File: src/rtl/hbr_pkg.sv
package hbr_pkg;

    typedef enum logic [1:0] {
        HB_OFF  = 2'b00,
        HB_LOW  = 2'b01,
        HB_HIGH = 2'b10
    } hb_cmd_e;

    typedef struct packed {
        hb_cmd_e out1;
        hb_cmd_e out2;
    } hb_pair_t;

    function automatic hb_pair_t hbr_decode(input logic phase_mode,
                                            input logic a,
                                            input logic b);
        hb_pair_t r;
        if (phase_mode) begin
            if (!b) begin
                r.out1 = HB_LOW;
                r.out2 = HB_LOW;
            end else if (a) begin
                r.out1 = HB_LOW;
                r.out2 = HB_HIGH;
            end else begin
                r.out1 = HB_HIGH;
                r.out2 = HB_LOW;
            end
        end else begin
            unique case ({a, b})
                2'b00:   begin r.out1 = HB_OFF;  r.out2 = HB_OFF;  end
                2'b10:   begin r.out1 = HB_HIGH; r.out2 = HB_LOW;  end
                2'b01:   begin r.out1 = HB_LOW;  r.out2 = HB_HIGH; end
                default: begin r.out1 = HB_LOW;  r.out2 = HB_LOW;  end
            endcase
        end
        return r;
    endfunction

endpackage

File: src/rtl/hbr_sync.sv
module hbr_sync #(
    parameter int WIDTH = 6
) (
    input  logic             clk,
    input  logic             rst_n,
    input  logic             clr_i,
    input  logic [WIDTH-1:0] d_i,
    output logic [WIDTH-1:0] q_o
);

    typedef struct packed {
        logic [WIDTH-1:0] s1;
        logic [WIDTH-1:0] s2;
    } sync_st_t;

    sync_st_t st_d, st_q;

    always_comb begin
        st_d.s1 = d_i;
        st_d.s2 = st_q.s1;
        if (clr_i) st_d = '0;
    end

    always_ff @(posedge clk or negedge rst_n) begin
        if (!rst_n) st_q <= '0;
        else        st_q <= st_d;
    end

    assign q_o = st_q.s2;

endmodule

File: src/rtl/hbr_ocp.sv
module hbr_ocp #(
    parameter int QUAL_CYCLES  = 64,
    parameter int RETRY_CYCLES = 50000
) (
    input  logic clk,
    input  logic rst_n,
    input  logic clr_i,
    input  logic oc_i,
    output logic fault_o
);

    localparam int MAXC = (QUAL_CYCLES > RETRY_CYCLES) ? QUAL_CYCLES : RETRY_CYCLES;
    localparam int CW   = $clog2(MAXC + 1);

    typedef struct packed {
        logic          shut;
        logic [CW-1:0] cnt;
    } ocp_st_t;

    ocp_st_t st_d, st_q;

    always_comb begin
        st_d = st_q;
        if (!st_q.shut) begin
            if (oc_i) begin
                if (st_q.cnt == CW'(QUAL_CYCLES - 1)) begin
                    st_d.shut = 1'b1;
                    st_d.cnt  = '0;
                end else begin
                    st_d.cnt = st_q.cnt + 1'b1;
                end
            end else begin
                st_d.cnt = '0;
            end
        end else begin
            if (st_q.cnt == CW'(RETRY_CYCLES - 1)) begin
                st_d.shut = 1'b0;
                st_d.cnt  = '0;
            end else begin
                st_d.cnt = st_q.cnt + 1'b1;
            end
        end
        if (clr_i) st_d = '0;
    end

    always_ff @(posedge clk or negedge rst_n) begin
        if (!rst_n) st_q <= '0;
        else        st_q <= st_d;
    end

    assign fault_o = st_q.shut;

    // A trip needs the flag present on the qualifying edge
    assert_trip_cause_R5: assert property (@(posedge clk) disable iff (!rst_n)
        $rose(st_q.shut) |-> $past(oc_i));

    // Undervoltage leaves no shutdown or partial count behind
    assert_uv_clears_R8: assert property (@(posedge clk) disable iff (!rst_n)
        clr_i |=> (!st_q.shut && st_q.cnt == '0));

endmodule

File: src/rtl/hbr_deadtime.sv
module hbr_deadtime
    import hbr_pkg::*;
#(
    parameter int DEAD_CYCLES = 4
) (
    input  logic    clk,
    input  logic    rst_n,
    input  logic    clr_i,
    input  hb_cmd_e tgt_i,
    output logic    hs_o,
    output logic    ls_o
);

    localparam int DW = (DEAD_CYCLES > 1) ? $clog2(DEAD_CYCLES) : 1;

    typedef struct packed {
        logic          hs;
        logic          ls;
        logic [DW-1:0] dt;
    } dt_st_t;

    dt_st_t st_d, st_q;
    logic   all_off;

    always_comb begin
        st_d    = st_q;
        all_off = !st_q.hs && !st_q.ls;
        if (!all_off) begin
            if (tgt_i == HB_OFF ||
                (tgt_i == HB_HIGH && st_q.ls) ||
                (tgt_i == HB_LOW  && st_q.hs)) begin
                st_d.hs = 1'b0;
                st_d.ls = 1'b0;
                st_d.dt = '0;
            end
        end else if (st_q.dt == DW'(DEAD_CYCLES - 1)) begin
            st_d.hs = (tgt_i == HB_HIGH);
            st_d.ls = (tgt_i == HB_LOW);
        end else begin
            st_d.dt = st_q.dt + 1'b1;
        end
        if (clr_i) st_d = '0;
    end

    always_ff @(posedge clk or negedge rst_n) begin
        if (!rst_n) st_q <= '0;
        else        st_q <= st_d;
    end

    assign hs_o = st_q.hs;
    assign ls_o = st_q.ls;

    assert_no_overlap_R4: assert property (@(posedge clk) disable iff (!rst_n)
        !(st_q.hs && st_q.ls));

    assert_hs_gap_R4: assert property (@(posedge clk) disable iff (!rst_n)
        $rose(st_q.hs) |-> $past(!st_q.ls));

    assert_ls_gap_R4: assert property (@(posedge clk) disable iff (!rst_n)
        $rose(st_q.ls) |-> $past(!st_q.hs));

endmodule

File: src/rtl/hbridge_ctrl.sv
module hbridge_ctrl
    import hbr_pkg::*;
#(
    parameter int NUM_BRIDGES    = 2,
    parameter int DEAD_CYCLES    = 4,
    parameter int OC_QUAL_CYCLES = 64,
    parameter int RETRY_CYCLES   = 50000
) (
    input  logic                     clk,
    input  logic                     rst_n,
    input  logic                     mode_sel,
    input  logic                     sleep_n,
    input  logic [NUM_BRIDGES-1:0]   ctl_a,
    input  logic [NUM_BRIDGES-1:0]   ctl_b,
    input  logic [NUM_BRIDGES-1:0]   oc_flag,
    input  logic                     therm_flag,
    input  logic                     uv_flag,
    output logic [2*NUM_BRIDGES-1:0] hs_en,
    output logic [2*NUM_BRIDGES-1:0] ls_en,
    output logic [NUM_BRIDGES-1:0]   oc_fault,
    output logic                     sys_fault
);

    localparam int NB = NUM_BRIDGES;
    localparam int SW = 2 * NB + 2;

    logic [SW-1:0] sync_q;
    logic [NB-1:0] s_ctl_a, s_ctl_b;
    logic          s_mode, s_awake;

    hbr_sync #(.WIDTH(SW)) u_sync (
        .clk   (clk),
        .rst_n (rst_n),
        .clr_i (uv_flag),
        .d_i   ({sleep_n, mode_sel, ctl_b, ctl_a}),
        .q_o   (sync_q)
    );

    assign s_ctl_a = sync_q[NB-1:0];
    assign s_ctl_b = sync_q[2*NB-1:NB];
    assign s_mode  = sync_q[2*NB];
    assign s_awake = sync_q[2*NB+1];

    for (genvar b = 0; b < NB; b++) begin : g_bridge
        hb_pair_t cmd_w;
        hb_cmd_e  tgt1_w, tgt2_w;
        logic     hold_w;

        hbr_ocp #(
            .QUAL_CYCLES  (OC_QUAL_CYCLES),
            .RETRY_CYCLES (RETRY_CYCLES)
        ) u_ocp (
            .clk     (clk),
            .rst_n   (rst_n),
            .clr_i   (uv_flag),
            .oc_i    (oc_flag[b]),
            .fault_o (oc_fault[b])
        );

        always_comb begin
            cmd_w  = hbr_decode(s_mode, s_ctl_a[b], s_ctl_b[b]);
            hold_w = !s_awake || therm_flag || oc_fault[b];
            tgt1_w = hold_w ? HB_OFF : cmd_w.out1;
            tgt2_w = hold_w ? HB_OFF : cmd_w.out2;
        end

        hbr_deadtime #(.DEAD_CYCLES(DEAD_CYCLES)) u_dt1 (
            .clk   (clk),
            .rst_n (rst_n),
            .clr_i (uv_flag),
            .tgt_i (tgt1_w),
            .hs_o  (hs_en[2*b]),
            .ls_o  (ls_en[2*b])
        );

        hbr_deadtime #(.DEAD_CYCLES(DEAD_CYCLES)) u_dt2 (
            .clk   (clk),
            .rst_n (rst_n),
            .clr_i (uv_flag),
            .tgt_i (tgt2_w),
            .hs_o  (hs_en[2*b+1]),
            .ls_o  (ls_en[2*b+1])
        );

        assert_oc_off_R6: assert property (@(posedge clk) disable iff (!rst_n)
            oc_fault[b] |=> (hs_en[2*b+1:2*b] == 2'b00 && ls_en[2*b+1:2*b] == 2'b00));
    end

    assign sys_fault = therm_flag | uv_flag;

    assert_therm_off_R7: assert property (@(posedge clk) disable iff (!rst_n)
        therm_flag |=> (hs_en == '0 && ls_en == '0));

    assert_uv_off_R8: assert property (@(posedge clk) disable iff (!rst_n)
        uv_flag |=> (hs_en == '0 && ls_en == '0 && oc_fault == '0));

endmodule

File: config.mk
export PLATFORM = sky130hd
export DESIGN_NAME = hbridge_ctrl
export DESIGN_NICKNAME = d
export VERILOG_FILES = /design/src/rtl/hbr_pkg.sv /design/src/rtl/hbr_sync.sv /design/src/rtl/hbr_ocp.sv /design/src/rtl/hbr_deadtime.sv /design/src/rtl/hbridge_ctrl.sv
export SDC_FILE = /design/constraint.sdc
export NUM_CORES = 1
export LEC_CHECK = 0
export CORE_AREA = 10 10 86 162
export CTS_BUF_LIST = sky130_fd_sc_hd__clkbuf_4 sky130_fd_sc_hd__clkbuf_8
export DETAILED_ROUTE_END_ITERATION = 10
export DIE_AREA = 0 0 96 172
export GPL_TIMING_DRIVEN = 0
export PLACE_DENSITY = 0.46
export RECOVER_POWER = 50
export SLEW_MARGIN = 5
export SYNTH_ARGS = -nofsm -noshare
export SYNTH_HDL_FRONTEND = slang
export SYNTH_SLANG_ARGS = --single-unit
File: constraint.sdc
create_clock -name clk -period 1.9 [get_ports clk]
set_input_delay 0.475 -clock clk [delete_from_list [all_inputs] [get_ports clk]]
set_output_delay 0.475 -clock clk [all_outputs]
set_load 0.005 [all_outputs]
==> impl_metrics.tcl, run 1 <==
set metrics [dict create \
    io_buffers 21 \
    setup_viol 0 \
    hold_violations 0 \
    fin_ws_ns 0.0415 \
    power.total_mw 2.77 \
    synth_cells 322 \
    die_area_sq_um 16500 \
    synth-simple-area-share_pct 24.5 \
    maxCapViolCount 0 \
    crit_path_end_kind "flop" \
    synth_enable_flop_cells 0 \
    ir_drop_mv 0.350 \
    layout-drive-gt1-share_pct 23.1 \
    relSlewSlack_pct 45.9 \
    placed_cell_area_sq_um 3680 \
    cp_slowest_cell "or4_4" \
    grt_pass1_wl_um 14200 \
    path_max_fanout 5 \
    ys.flop_type "dfrtp_1" \
    worstPathArrival_ns 2.06 \
    async_reset_ff_share_pct 100 \
    grt_max_degree 63 \
    first_pass_iters 4 \
    drt_wl_total_um 8200 \
    slew_viol_final 0 \
    h-tree-depth 3 \
    vias 2695 \
    synth_fa_ha_area_share_pct 2.28 \
    rsz0062_at_grt "yes" \
    viasPerCell 5.15 \
    yosysWarnings 0 \
    initial_core_util_pct 29.2 \
    synth-compound-area-share_pct 13.7 \
    ys_types 52 \
    synth_xor_area_share_pct 6.12 \
    drcViolationCount 0 \
    cp_num_buf_inv 2 \
    synthMuxAreaShare_pct 0.988 \
    grt_pass1_vias 2965 \
    die_width_um 96 \
    layout.cells.non_filler 523 \
    power_density_nw_per_um2 675 \
    overflow 0 \
    gp_congestion 0.841 \
    ant_nets 0 \
    crit_cells 5 \
    cts_tree "yes" \
    finClkSkew_ns 0.0110 \
    fin_nets 394 \
    wire_per_inst_um 15.7 \
    dp.cells 485 \
    clock-sinks 62 \
    clockBufferDepth 2 \
    antenna_found_initial 0 \
    worstRegToRegCells 5 \
    root_buffer "clkbuf_8" \
    path_clk_slew_ns 0.07 \
    layout_min_cycle_time_ns 1.86 \
    avgSynthCellArea_sq_um 10.2 \
    p_leak_nw 1.68 \
    clock_latency_ns 0.35 \
    coreArea_sq_um 11300 \
    hp-class "in -> async" \
    netlist_area_sq_um 3290 \
    grt_usage_pct 11.0 \
    finalSetupTns_ns 0 \
    status "finished clean" \
    tightest_slew_ns 0.812 \
    die_h_um 172 \
    start_kind "flop" \
    pin_count 23 \
    drt_iter0_drc 111 \
    synth.ff_latch_count 62 \
    final_area_sq_um 4110 \
    critical_path_class "reg -> reg" \
    fin_crit_sh_pct 97.8 \
    yosysSeqAreaShare_pct 47.1 \
    clock.fmax_ghz 0.538 \
    synth_top_family_by_area "simple AND/OR/NAND/NOR gates" \
    crit_chain "or4_4 -> o41ai_4 -> buf_4 -> buf_6 -> a211oi_1" \
    cts_made_buffers 9 \
    max_stage_delay_ns 0.58 \
    rows 55 \
    dp_slack_ns -0.642 \
    cp_data_required_time_ns 2.10 \
    diodes 0 \
    critical_path.top_delay_family "simple AND/OR/NAND/NOR gates" \
    synth_fp_nets 340 \
    dp_hpwl_um 5830 \
    syn_to_final_growth_pct 24.8 \
]
[synth_stat cells, types with 2 or more instances]
cell type	number	share of area, %
dfrtp_1	62	47
nor2_1	20	2.3
a211oi_1	16	3.6
nor3_1	16	2.4
nand2_1	15	1.7
nand3_1	15	2.3
nor2b_1	14	2.7
xnor2_1	13	3.5
buf_4	10	2.3
inv_1	10	1.1
nand4_1	10	1.9
or3_1	10	1.9
xor2_1	10	2.7
o21ai_0	9	1.4
nor4_1	8	1.5
or4_1	7	1.6
a21oi_1	6	0.91
ha_1	6	2.3
and3_1	5	0.95
a221oi_1	4	1.1
buf_2	4	0.61
clkbuf_1	4	0.46
nor3b_1	4	0.91
a31o_2	3	0.80
a41o_1	3	0.91
o31ai_1	3	0.68
or3b_2	3	0.80
a22oi_1	2	0.46
and2_1	2	0.38
and4_1	2	0.53
buf_6	2	0.68
mux2_2	2	0.68
nor4b_1	2	0.53
o41ai_4	2	1.7
[cell families after synthesis]
group | after synthesis
simple gates | 141
flops | 62
compound gates | 56
buf+inv | 31
xor+xnor | 23
fa+ha+maj | 6
mux | 3
[path summary, 6_finish.rpt]
| kind | startpoint | to | slack (ns) |
|---|---|---|---|
| worst max-delay path | g_bridge[1].u_ocp.st_q[12] | g_bridge[1].u_ocp.st_q[7] | 0.04 |
| worst min-delay path | rst_n | g_bridge[0].u_ocp.st_q[12] | 0.21 |
| worst max register to register | g_bridge[1].u_ocp.st_q[12] | g_bridge[1].u_ocp.st_q[7] | 0.04 |
| worst min register to register | u_sync.st_q[11] | u_sync.q_o[5] | 0.47 |
| max in group asynchronous | rst_n | g_bridge[0].u_dt2.ls_o | 1.10 |
| min in group clk | u_sync.st_q[11] | u_sync.q_o[5] | 0.47 |
[sequential cells by signal (all words and copies together) (netlist names), 4 cells and up]
signal and cells:
g_bridge.u_ocp.st_q 32, u_sync.q_o 6, u_sync.st_q 6, g_bridge.u_dt1.st_q 4, g_bridge.u_dt2.st_q 4
[power by group]
group	internal (mW)	switching, mW
Combinational	0.148	0.158
Clock	0.474	0.570
Sequential	1.38	0.0453
[timing repair]
| item | CTS | global route |
|---|---|---|
| pin swaps | 3 | 3 |
| endpoints found under the setup margin | 41 | 36 |
| hold buffers | 0 | 0 |
| gates cloned | 1 | 0 |
| setup buffers | 15 | 7 |
| resized for setup | 22 | 12 |
[stage by stage]
step	util (%)	hold WS, ns
global placement	32.6	0.445
global route	36.4	0.286
CTS	35.6	0.245
finish	36.4	0.212
floorplan	-	0.179
detailed placement	32.6	0.453
[cells in the final DEF, fill, tap and decap left out, types with 5 or more instances in the layout]
master | netlist | final
a211oi_1 | 16 | 16
a21oi_1 | 6 | 6
buf_4 | 10 | 35
clkbuf_8 | 0 | 9
clkdlybuf4s50_1 | 0 | 12
dfrtp_1 | 62 | 53
dfrtp_2 | 0 | 9
dlygate4sd3_1 | 0 | 5
ha_1 | 6 | 5
inv_1 | 10 | 10
nand2_1 | 15 | 15
nand3_1 | 15 | 15
nand4_1 | 10 | 10
nor2_1 | 20 | 19
nor2b_1 | 14 | 14
nor3_1 | 16 | 16
nor4_1 | 8 | 8
o21ai_0 | 9 | 9
or3_1 | 10 | 10
or4_1 | 7 | 6
xnor2_1 | 13 | 13
xor2_1 | 10 | 10
[cell type report]
class / count / area [sq um]
plain buffers: 19 / 161
clock buffers: 9 / 124
clock inverters: 7 / 48.8
fillers: 1175 / 7180
inverters: 11 / 41.3
multi-input cells: 229 / 1620
flip-flops and latches: 62 / 1560
well taps: 142 / 178
repair buffers: 44 / 379
[routing by layer]
| metal | vias up | global-route usage [%] | wire length [um] |
|---|---|---|---|
| li1 | 1299 | - | - |
| met1 | 1324 | 10.4 | 3000 |
| met2 | 48 | 20.3 | 4620 |
| met3 | 24 | 2.43 | 250 |
| met4 | 0 | 7.09 | 324 |
| met5 | - | 0 | 0 |
Note: power is estimated with default switching activity, not from simulation.
==> inputs of run 2 (changes only) <==
--- a/config.mk
+++ b/config.mk
@@ -5,10 +5,10 @@
 export SDC_FILE = /design/constraint.sdc
 export NUM_CORES = 1
 export LEC_CHECK = 0
-export CORE_AREA = 10 10 86 162
+export CORE_AREA = 10 10 107 128
 export CTS_BUF_LIST = sky130_fd_sc_hd__clkbuf_4 sky130_fd_sc_hd__clkbuf_8
 export DETAILED_ROUTE_END_ITERATION = 10
-export DIE_AREA = 0 0 96 172
+export DIE_AREA = 0 0 117 138
 export GPL_TIMING_DRIVEN = 0
 export PLACE_DENSITY = 0.46
 export RECOVER_POWER = 50
==> run 2 against run 1 <==
Critical path depth decreased by 1. Combinational power decreased by 3%. Clock skew decreased by 0.0027 ns. First-iteration DRC count decreased by 23%. Sequential cell count unchanged. Non-clock buffer count decreased by 6. Largest cell class unchanged.
==> impl_metrics.tcl, run 2 (synthesis gave the netlist of run 1 again) <==
set metrics [dict create \
    grt_pass1_vias 2629 \
    cts_tree "yes" \
    tightest_slew_ns 0.815 \
    fin_ws_ns 0.0362 \
    die_h_um 138 \
    critical_path_class "in -> out" \
    clock_latency_ns 0.34 \
    io_buffers 21 \
    start_kind "input pin" \
    wire_per_inst_um 14.9 \
    ir_drop_mv 0.342 \
    final_area_sq_um 4040 \
    viasPerCell 5.16 \
    r2r_slack_ns 0.06 \
    syn_to_final_growth_pct 22.7 \
    p_leak_nw 1.68 \
    rows 43 \
    die_area_sq_um 16100 \
    drt_iter0_drc 86 \
    largest_register_ffs 32 \
    rsz0062_at_grt "yes" \
    gp_congestion 0.798 \
    layout_min_cycle_time_ns 1.86 \
    power_density_nw_per_um2 711 \
    maxCapViolCount 0 \
    hp-class "in -> async" \
    setup_viol 0 \
    grt_usage_pct 9.79 \
    diodes 0 \
    path_clk_slew_ns 0.07 \
    slew_viol_final 0 \
    overflow 0 \
    crit_cells 4 \
    max_stage_delay_ns 0.28 \
    clock.fmax_ghz 0.537 \
    cp_slowest_cell "or2_2" \
    dp.cells 478 \
    dp_hpwl_um 5090 \
    coreArea_sq_um 11300 \
    fin_crit_sh_pct 98.1 \
    ant_nets 0 \
    register_area_sq_um 1560 \
    multi_input_area_sq_um 1590 \
    first_pass_iters 4 \
    grt_max_degree 63 \
    nFillCells 1143 \
    hold_violations 0 \
    drcViolationCount 0 \
    path_max_fanout 10 \
    root_buffer "clkbuf_8" \
    initial_core_util_pct 29.1 \
    cp_data_required_time_ns 1.42 \
    crit_chain "clkbuf_4 -> clkbuf_16 -> or2_2 -> dlygate4sd2_1" \
    critical_path.top_delay_family "buffers and inverters" \
    layout_common_cells "dfrtp_1, buf_4, nor2_1" \
    finClkSkew_ns 0.00828 \
    final_common_cell "dfrtp_1" \
    pin_count 23 \
    vias 2628 \
    cts_made_buffers 9 \
    layout-drive-gt1-share_pct 20.3 \
    top_register "g_bridge.u_ocp.st_q" \
    fin_nets 388 \
    worstPathArrival_ns 1.39 \
    drt_wl_total_um 7600 \
    dp_slack_ns -0.621 \
    worstRegToRegCells 5 \
    cp_num_buf_inv 3 \
    status "finished clean" \
    relSlewSlack_pct 45.7 \
    antenna_found_initial 0 \
    die_width_um 117 \
    grt_pass1_wl_um 12700 \
    h-tree-depth 3 \
    layout.cells.non_filler 509 \
    crit_path_end_kind "primary output" \
    clockBufferDepth 2 \
    clock-sinks 62 \
    placed_cell_area_sq_um 3670 \
]
## run 2: area by class of cell
class / count / area share, %
plain buffers: 19 / 3.99
flip-flops and latches: 62 / 38.6
inverters: 11 / 1.02
repair buffers: 38 / 8.30
clock buffers: 10 / 3.41
well taps: 135 / 4.18
multi-input cells: 229 / 39.3
clock inverters: 5 / 1.24
## run 2: repair_timing
action,in CTS,in global routing
pin swaps,4,0
endpoints found under the setup margin,43,35
endpoints found under the hold margin,0,0
hold buffers,0,0
resized for setup,19,5
setup buffers,5,12
## run 2: worst paths after layout
check / endpoint / startpoint
max reg2reg: g_bridge[1].u_ocp.st_q[6] / g_bridge[1].u_ocp.st_q[4]
min: g_bridge[1].u_ocp.st_q[10] / rst_n
min reg2reg: u_sync.q_o[1] / u_sync.st_q[7]
min in group clk: u_sync.q_o[1] / u_sync.st_q[7]
max: sys_fault / uv_flag
max in group asynchronous: g_bridge[1].u_dt1.hs_o / rst_n
## run 2: where the power goes
| group | switching [mW] | total (mW) | internal [mW] |
|---|---|---|---|
| Clock | 0.528 | 1.15 | 0.625 |
| Combinational | 0.154 | 0.296 | 0.142 |
| Sequential | 0.0442 | 1.42 | 1.38 |
## run 2: per-layer routing
metal	vias to the layer above	global-route usage [%]	wire, um
met5	-	0	0
met4	0	3.85	111
met3	10	2.99	323
met2	43	15.5	3650
met1	1286	12.0	3520
li1	1289	-	-
## run 2: through the flow
stage | hold WS, ns | TNS [ns] | util (%) | total power [mW]
floorplan | 0.179 | 0 | - | 1.63
global placement | 0.444 | -124.31 | 32.5 | 1.73
detailed placement | 0.448 | -7.58 | 32.5 | 1.74
CTS | 0.259 | 0 | 34.9 | 2.93
global route | 0.294 | -0.0265 | 35.8 | 3.03
finish | 0.221 | 0 | 35.8 | 2.87
==> inputs of run 3 (changes only) <==
--- a/config.mk
+++ b/config.mk
@@ -5,13 +5,14 @@
 export SDC_FILE = /design/constraint.sdc
 export NUM_CORES = 1
 export LEC_CHECK = 0
+export ABC_CLOCK_PERIOD_IN_PS = 1900
 export CORE_AREA = 10 10 107 128
 export CTS_BUF_LIST = sky130_fd_sc_hd__clkbuf_4 sky130_fd_sc_hd__clkbuf_8
+export CTS_CLUSTER_SIZE = 12
 export DETAILED_ROUTE_END_ITERATION = 10
 export DIE_AREA = 0 0 117 138
 export GPL_TIMING_DRIVEN = 0
 export PLACE_DENSITY = 0.46
-export RECOVER_POWER = 50
 export SLEW_MARGIN = 5
 export SYNTH_ARGS = -nofsm -noshare
 export SYNTH_HDL_FRONTEND = slang
==> run 3 against run 2 <==
Maximum frequency barely moved. Total power about the same. Utilization did not move. Critical path type unchanged. Clock skew barely moved. First-iteration DRC count is 1.2% higher. Final area is the same. Global-route usage unchanged. Sequential cell count stayed put. Wire length about the same. Non-clock buffer count stayed put. Count of clock-buffer cells in the layout unchanged.
==> impl_metrics.tcl, run 3 (synthesis gave the netlist of run 1 again) <==
set metrics [dict create \
    pwr-share-comb_pct 10.4 \
    io_buffers 21 \
    initial_core_util_pct 29.1 \
    path_clk_slew_ns 0.07 \
    antenna_found_initial 0 \
    max_stage_delay_ns 0.28 \
    status "finished clean" \
    cp_slowest_cell "or2_2" \
    rr_startpoint "g_bridge[1].u_ocp.st_q[4]" \
    layout_min_cycle_time_ns 1.86 \
    tightest_slew_ns 0.816 \
    dp_slack_ns -0.621 \
    utilization_pct 35.8 \
    layout-drive-gt1-share_pct 20.3 \
    fin_ws_ns 0.0355 \
    finClkSkew_ns 0.00857 \
    root_buffer "clkbuf_8" \
    multi_input_area_sq_um 1590 \
    largest_register_ffs 32 \
    finalSetupTns_ns 0 \
    crit_start "uv_flag" \
    grt_pass1_wl_um 12700 \
    pin_count 23 \
    grt_max_degree 63 \
    diodes 0 \
    die_area_sq_um 16100 \
    rsz0062_at_grt "yes" \
    hold_violations 0 \
    nFillCells 1143 \
    layout_common_cells "dfrtp_1, buf_4, nor2_1" \
    critical_path_class "in -> out" \
    rows 43 \
    ant_nets 0 \
    crit_chain "clkbuf_4 -> clkbuf_16 -> or2_2 -> dlygate4sd2_1" \
    cts_made_buffers 9 \
    cts_tree "yes" \
    slew_viol_final 0 \
    h-tree-depth 3 \
    clock.fmax_ghz 0.536 \
    grt_pass1_vias 2629 \
    worstPathArrival_ns 1.39 \
    grt_usage_pct 9.79 \
    maxCapViolCount 0 \
    final_common_cell "dfrtp_1" \
    p_clk_share_pct 40.1 \
    coreArea_sq_um 11300 \
    clockBufferDepth 2 \
    internal_power_mw 2.15 \
    path_max_fanout 10 \
    fin_nets 388 \
    drt_iter0_drc 87 \
    syn_to_final_growth_pct 22.7 \
    netSwitchingFraction_pct 25.3 \
    setup_viol 0 \
    cts_hold_buffers 0 \
    p_sw_mw 0.728 \
    register_area_sq_um 1560 \
    r2r_slack_ns 0.06 \
    clock_latency_ns 0.34 \
    first_pass_iters 4 \
    vias 2636 \
    gp_congestion 0.798 \
    drt_wl_total_um 7600 \
    clock-sinks 62 \
    viasPerCell 5.18 \
    fin_crit_sh_pct 98.1 \
    overflow 0 \
    die_width_um 117 \
    p_leak_nw 1.67 \
    die_h_um 138 \
    top_register "g_bridge.u_ocp.st_q" \
    crit_path_end_kind "primary output" \
    dp_hpwl_um 5090 \
    power_density_nw_per_um2 711 \
    relSlewSlack_pct 45.6 \
    seq_power_share_pct 49.5 \
    drcViolationCount 0 \
    start_kind "input pin" \
    ir_drop_mv 0.342 \
    wire_per_inst_um 14.9 \
    cp_data_required_time_ns 1.42 \
    hp-class "in -> async" \
]
-- run 3: critical path: cells and delay by family --
kind / cells / cell delay (ns)
AND/OR/NAND/NOR: 1 / 0.28
buffers and inverters: 3 / 0.63
-- run 3: power by group through the flow --
stage	registers [mW]	clock network, mW	logic (mW)
final	1.42	1.15	0.298
after global routing	1.43	1.26	0.343
after CTS	1.42	1.20	0.305
after detailed placement	1.45	0	0.294
after global placement	1.45	0	0.286
after floorplan	1.44	0	0.196
-- run 3: path summary, 6_finish.rpt --
check,to,cells past startpoint
setup reg to reg,g_bridge[1].u_ocp.st_q[6],5
hold / removal,g_bridge[1].u_ocp.st_q[10],1
hold reg to reg,u_sync.q_o[1],1
max in group asynchronous,g_bridge[1].u_dt1.hs_o,1
setup / recovery,sys_fault,4
min in group clk,u_sync.q_o[1],1
-- run 3: layout make-up --
type | count | area share [%]
multi-input cells | 229 | 39.3
flip-flops and latches | 62 | 38.6
repair buffers | 38 | 8.30
well taps | 135 | 4.18
plain buffers | 19 | 3.99
clock buffers | 10 | 3.41
clock inverters | 5 | 1.24
inverters | 11 | 1.02
-- run 3: stage by stage --
| step | hold WS [ns] | cells | power, mW | instance area [sq um] |
|---|---|---|---|---|
| after floorplan | 0.179 | 322 | 1.63 | 3290 |
| after global placement | 0.444 | 478 | 1.73 | 3670 |
| after detailed placement | 0.448 | 478 | 1.74 | 3670 |
| after CTS | 0.259 | 498 | 2.93 | 3940 |
| after global routing | 0.294 | 509 | 3.03 | 4040 |
| final | 0.222 | 509 | 2.88 | 4040 |
-- run 3: metal layers --
layer | vias to the layer above | global-route usage, % | share of wire (%)
met5 | - | 0 | 0
met4 | 0 | 3.85 | 1.5
met3 | 10 | 2.99 | 4.2
met2 | 47 | 15.5 | 48
met1 | 1290 | 12.0 | 46
li1 | 1289 | - | -
-- run 3: timing repair --
action                     in CTS  in global routing
pin swaps                       4                  0
gates resized for setup        19                  5
setup endpoints to repair      43                 35
buffers inserted                5                 12
